[config.mk]
export PLATFORM = sky130hd
export DESIGN_NAME = dec_issue_gate
export DESIGN_NICKNAME = d
export VERILOG_FILES = /design/src/rtl/ilk_pkg.sv /design/src/rtl/pending_table.sv /design/src/rtl/hazard_check.sv /design/src/rtl/dec_issue_gate.sv
export SDC_FILE = /design/constraint.sdc
export NUM_CORES = 1
export LEC_CHECK = 0
export CAP_MARGIN = 20
export CORE_MARGIN = 8
export CORE_UTILIZATION = 30
export CTS_CLUSTER_DIAMETER = 150
export DETAILED_ROUTE_END_ITERATION = 8
export HOLD_SLACK_MARGIN = 0.12
export PLACE_DENSITY = 0.51
export SETUP_SLACK_MARGIN = 0.3
export SLEW_MARGIN = 20
export SYNTH_ARGS = -nofsm -noshare
export SYNTH_HDL_FRONTEND = slang
export SYNTH_SLANG_ARGS = --single-unit
export TNS_END_PERCENT = 1
[constraint.sdc]
create_clock -name clk -period 2.9 [get_ports clk]
set_clock_uncertainty 0.15 [all_clocks]
set_input_delay 0.58 -clock clk [delete_from_list [all_inputs] [get_ports clk]]
set_output_delay 0.58 -clock clk [all_outputs]
set_load 0.02 [all_outputs]
[src/rtl/ilk_pkg.sv]
package ilk_pkg;

    localparam int DEF_NUM_REGS = 32;

    // Reason the decode slot did not issue this cycle
    typedef enum logic [1:0] {
        SLOT_GO    = 2'd0,
        SLOT_EMPTY = 2'd1,
        SLOT_DATA  = 2'd2,
        SLOT_EXEC  = 2'd3
    } slot_state_t;

    // A register reference counts only when flagged and not the zero register
    function automatic logic live_ref(input logic used, input logic [7:0] idx);
        return used && (idx != 8'd0);
    endfunction

endpackage

[src/rtl/pending_table.sv]
module pending_table #(
    parameter int NREG = 32,
    localparam int IW = $clog2(NREG)
) (
    input  logic            clk,
    input  logic            rst,
    input  logic            set_en,
    input  logic [IW-1:0]   set_idx,
    input  logic            clr_en,
    input  logic [IW-1:0]   clr_idx,
    output logic [NREG-1:0] pend
);

    assign pend[0] = 1'b0;

    for (genvar r = 1; r < NREG; r++) begin : g_bit
        logic bit_q;
        always_ff @(posedge clk) begin
            if (rst) begin
                bit_q <= 1'b0;
            end else if (set_en && (set_idx == IW'(r))) begin
                bit_q <= 1'b1;
            end else if (clr_en && (clr_idx == IW'(r))) begin
                bit_q <= 1'b0;
            end
        end
        assign pend[r] = bit_q;
    end


    mark_on_issue_chk: assert property (@(posedge clk) disable iff (rst)
        (set_en && set_idx != '0) |=> pend[$past(set_idx)]);


    clear_on_wb_chk: assert property (@(posedge clk) disable iff (rst)
        (clr_en && !(set_en && set_idx == clr_idx)) |=> !pend[$past(clr_idx)]);


    set_beats_clear_chk: assert property (@(posedge clk) disable iff (rst)
        (set_en && clr_en && set_idx == clr_idx && set_idx != '0) |=> pend[$past(set_idx)]);

endmodule

[src/rtl/hazard_check.sv]
module hazard_check #(
    parameter int NREG = 32,
    localparam int IW = $clog2(NREG)
) (
    input  logic [NREG-1:0] pend,
    input  logic            a_used,
    input  logic [IW-1:0]   a_idx,
    input  logic            b_used,
    input  logic [IW-1:0]   b_idx,
    input  logic            d_writes,
    input  logic [IW-1:0]   d_idx,
    input  logic            wb_en,
    input  logic [IW-1:0]   wb_idx,
    output logic            raw_hit,
    output logic            waw_hit
);
    import ilk_pkg::*;

    // Pending and not released by a write in the first half of this cycle
    function automatic logic still_pending(input logic [IW-1:0] idx);
        return pend[idx] && !(wb_en && wb_idx == idx);
    endfunction

    logic a_live, b_live, d_live;

    always_comb begin
        a_live  = live_ref(a_used, 8'(a_idx));
        b_live  = live_ref(b_used, 8'(b_idx));
        d_live  = live_ref(d_writes, 8'(d_idx));
        raw_hit = (a_live && still_pending(a_idx)) ||
                  (b_live && still_pending(b_idx));
        waw_hit = d_live && still_pending(d_idx);
    end

endmodule

[src/rtl/dec_issue_gate.sv]
module dec_issue_gate #(
    parameter int NREG = 32,
    localparam int IW = $clog2(NREG)
) (
    input  logic          clk,
    input  logic          rst,
    input  logic          dec_valid,
    input  logic          src_a_used,
    input  logic [IW-1:0] src_a,
    input  logic          src_b_used,
    input  logic [IW-1:0] src_b,
    input  logic          dst_writes,
    input  logic [IW-1:0] dst,
    input  logic          ex_busy,
    input  logic          wb_valid,
    input  logic [IW-1:0] wb_reg,
    output logic          issue,
    output logic          hold_data,
    output logic          hold_struct
);
    import ilk_pkg::*;

    logic [NREG-1:0] pend;
    logic            raw_hit, waw_hit;
    logic            mark_en;
    slot_state_t     slot;

    hazard_check #(.NREG(NREG)) u_check (
        .pend(pend),
        .a_used(src_a_used), .a_idx(src_a),
        .b_used(src_b_used), .b_idx(src_b),
        .d_writes(dst_writes), .d_idx(dst),
        .wb_en(wb_valid), .wb_idx(wb_reg),
        .raw_hit(raw_hit), .waw_hit(waw_hit)
    );

    always_comb begin
        if (!dec_valid)             slot = SLOT_EMPTY;
        else if (raw_hit || waw_hit) slot = SLOT_DATA;
        else if (ex_busy)           slot = SLOT_EXEC;
        else                        slot = SLOT_GO;
    end

    assign issue       = (slot == SLOT_GO);
    assign hold_data   = (slot == SLOT_DATA);
    assign hold_struct = dec_valid && ex_busy;
    assign mark_en     = issue && live_ref(dst_writes, 8'(dst));

    pending_table #(.NREG(NREG)) u_table (
        .clk(clk), .rst(rst),
        .set_en(mark_en), .set_idx(dst),
        .clr_en(wb_valid), .clr_idx(wb_reg),
        .pend(pend)
    );


    busy_blocks_issue_chk: assert property (@(posedge clk) disable iff (rst)
        ex_busy |-> !issue);


    empty_no_issue_chk: assert property (@(posedge clk) disable iff (rst)
        !dec_valid |-> !issue);


    zero_never_pending_chk: assert property (@(posedge clk) disable iff (rst)
        !pend[0]);

endmodule

==> results.yml <==
setup_path:
  r2r-start: "u_table.g_bit[15].bit_q$_SDFFE_PP0P_"
  worstReg2RegEnd: "u_table.g_bit[9].bit_q$_SDFFE_PP0P_"
  crit_end: "hold_data"
  path_depth: 8
  startpoint: "src_b[2]"
  crit_chain: "buf_8 -> mux4_2 -> mux2_4 -> or3_1 -> and4_1 -> a211o_4 -> and2_4 -> buf_6"
  critPathBufInv: 2
  crit_required_ns: 2.17
  worst_path_largest_cell_delay_ns: 0.51
  reg2reg_slack_ns: 0.27
  worst_setup_path_end_kind: "primary output"
  crit_arrival_ns: 2.47
  path_class: "input port to primary output"
  reg2reg_depth: 7
  startpoint_type: "input port"
  critPathSlowestCell: "mux4_2"
  cp_top_family: "multiplexers"
  cp_max_fo: 3
global_route:
  track_usage: 0.176
  grt.overflow.total: 0
  grt_pass1_wl_um: 16400
  antenna_found_initial: 0
  grt_max_degree: 32
  grt_pass1_vias: 3005
die:
  num_rows: 34
  start_util: 0.302
  core-area_um2: 8550
  die_y_um: 109
  die-area_um2: 11800
  ios: 31
  die_width_um: 109
placement:
  pre_cts_ws_ns: -1.36
  port_buffers: 30
  place_hpwl_um: 7900
  place.gp.congestion: 0.936
  place_area_um2: 3500
sta:
  fin_crit_ns: 3.20
  worst_slew_pin_slew_ns: 0.529
  max_freq_mhz: 313
  setup_ws_ns: -0.298
  finalHoldViolations: 0
  finalCritPeriodShare: 1.10
  finalSetupViolations: 2
  rsz0062_at_grt: "yes"
  slew-limit-headroom: 0.645
  maxSlewViolCount: 0
yosys:
  ys_seq_elements: 31
  synth_area_leaders: "dfxtp_1 24%, nand3_1 9.3%, mux4_2 8.7%, mux2i_1 8.1%, o21ai_0 5.6%"
  postSynthCellCount: 324
  synth_top_area_share: 0.240
  synth-async-reset-ratio: 0
  avgSynthCellArea_um2: 7.97
  ys_seq_area_frac: 0.240
  yosysMostFrequentCell: "nand3_1"
  ys.flop_type: "dfxtp_1"
  yosysTopAreaCell: "dfxtp_1"
  syn_nets: 352
  syn_area_um2: 2580
  ys_types: 45
  synth_edf_count: 0
  ys_top_cells_by_count: "48 x nand3_1, 31 x dfxtp_1, 29 x o21ai_0"
  yosys_warnings: 0
cts:
  clock-sinks: 31
  htreeDepth: 2
  insertion_delay_ns: 0.28
  clkTransAtPathRegs_ns: 0.07
  ctsLongestPathBuffers: 2
  cts_buffers: 5
  cts_root_buffer: "clkbuf_8"
  cts_tree: "yes"
cells_and_area:
  largestRegisters: "u_table.g_bit.bit_q: 31 flops"
  antenna_cells: 0
  largest_reg_flops: 31
  regMostFlops: "u_table.g_bit.bit_q"
  syn_to_final_growth_pct: 42.6
  fin_area_um2: 3680
  fill_cells: 875
  drive_gt1_frac: 0.313
  nets: 443
power:
  ir_worst_vdd_uv: 146
  leakagePower_uw: 0.00143
  power_uw: 1080
  powerDensity_nw_per_um2: 293
outcome:
  status: "finished, violations left"
  violations: "setup timing"
routing:
  ant_nets: 0
  wl_per_cell_um: 19.4
  drtIter0Drc: 257
  drc: 0
  viasPerCell: 5.71
  dr_total_vias: 2988
  drtPass1Iterations: 4
  routed_wl_um: 10100
job:
  drv_cap: 0
worst_hold_path:
  hold_path_class: "register to register"
-- metrics by stage --
step                std cells  hold slack, ns  setup TNS, ns  utilization
finish                    523           0.438         -0.533        0.431
floorplan                 324           0.309         -0.615            -
CTS                       523           0.425         -0.560        0.427
global route              523           0.467         -0.676        0.431
global placement          513           0.413         -20.66        0.410
detailed placement        513           0.413         -22.23        0.410
-- logic make-up (layout without fill, tap and decap cells) --
family                    Yosys count  in the layout  share of synthesized area
buffers and inverters              35            126                     0.0591
xor gates and xnor gates           15             15                     0.0508
AOI/OAI and AO/OA                  76             76                      0.202
and+or+nand+nor                   130            130                      0.253
DFF                                31             31                      0.240
muxes                              37             37                      0.195
-- worst min path at each step --
stage | from | end | slack [ns] | cells past startpoint
final | u_table.g_bit[18].bit_q$_SDFFE_PP0P_ | u_table.g_bit[18].bit_q$_SDFFE_PP0P_ | 0.44 | 2
after detailed placement | u_table.g_bit[18].bit_q$_SDFFE_PP0P_ | u_table.g_bit[18].bit_q$_SDFFE_PP0P_ | 0.41 | 2
after global placement | u_table.g_bit[18].bit_q$_SDFFE_PP0P_ | u_table.g_bit[18].bit_q$_SDFFE_PP0P_ | 0.41 | 2
after floorplan | u_table.g_bit[14].bit_q$_SDFFE_PP0P_ | u_table.g_bit[14].bit_q$_SDFFE_PP0P_ | 0.31 | 2
after global routing | u_table.g_bit[19].bit_q$_SDFFE_PP0P_ | u_table.g_bit[19].bit_q$_SDFFE_PP0P_ | 0.47 | 2
after CTS | u_table.g_bit[18].bit_q$_SDFFE_PP0P_ | u_table.g_bit[18].bit_q$_SDFFE_PP0P_ | 0.43 | 2
-- where the power goes --
group / internal (uW) / total (uW) / switching, uW
clock network: 186 / 345 / 159
logic: 139 / 306 / 167
registers: 427 / 428 / 1.29
-- routing by layer --
metal / global-route usage / routed length, um / vias up
met5: 0 / 0 / -
met4: 0.0342 / 65 / 0
met3: 0.0390 / 866 / 6
met2: 0.285 / 4550 / 142
met1: 0.236 / 4650 / 1438
li1: - / - / 1402
-- timing repair --
action                     CTS  global route
setup endpoints to repair   33            33
gates cloned                 1             0
buffers inserted             2             0
hold buffers                 0             0
pin swaps                    4             2
gates resized for setup     66             8
-- cell usage in the layout (no fill, tap or decap), types with 6 or more instances in the layout --
master and n:
o21ai_1 8, dfxtp_1 31, nor2_1 15, buf_4 79, o311ai_0 8, dlygate4sd2_1 6, clkbuf_8 6, o21ai_0 21
mux2i_1 21, o211ai_1 12, nand2b_1 9, buf_6 6, nand2_1 26, xor2_1 8, xnor2_1 7, nand3_1 48
nor3_1 6, clkdlybuf4s50_1 15, mux4_2 10
-- tightest hold or removal path, stage by stage (launching register included) --
cell      delay [ns]
dfxtp_1         0.36
o311ai_0        0.10
o21ai_0         0.08
-- area by class of cell --
| class | instances | area [um2] | share of cell area |
|---|---|---|---|
| Multi-Input combinational cell | 258 | 1880 | 0.510 |
| Timing Repair Buffer | 114 | 942 | 0.256 |
| Sequential cell | 31 | 621 | 0.168 |
| Tap cell | 108 | 135 | 0.0367 |
| Clock buffer | 6 | 82.6 | 0.0224 |
| Inverter | 5 | 18.8 | 0.00510 |
| Clock inverter | 1 | 5.00 | 0.00136 |
(Power assumes the default switching activity.)
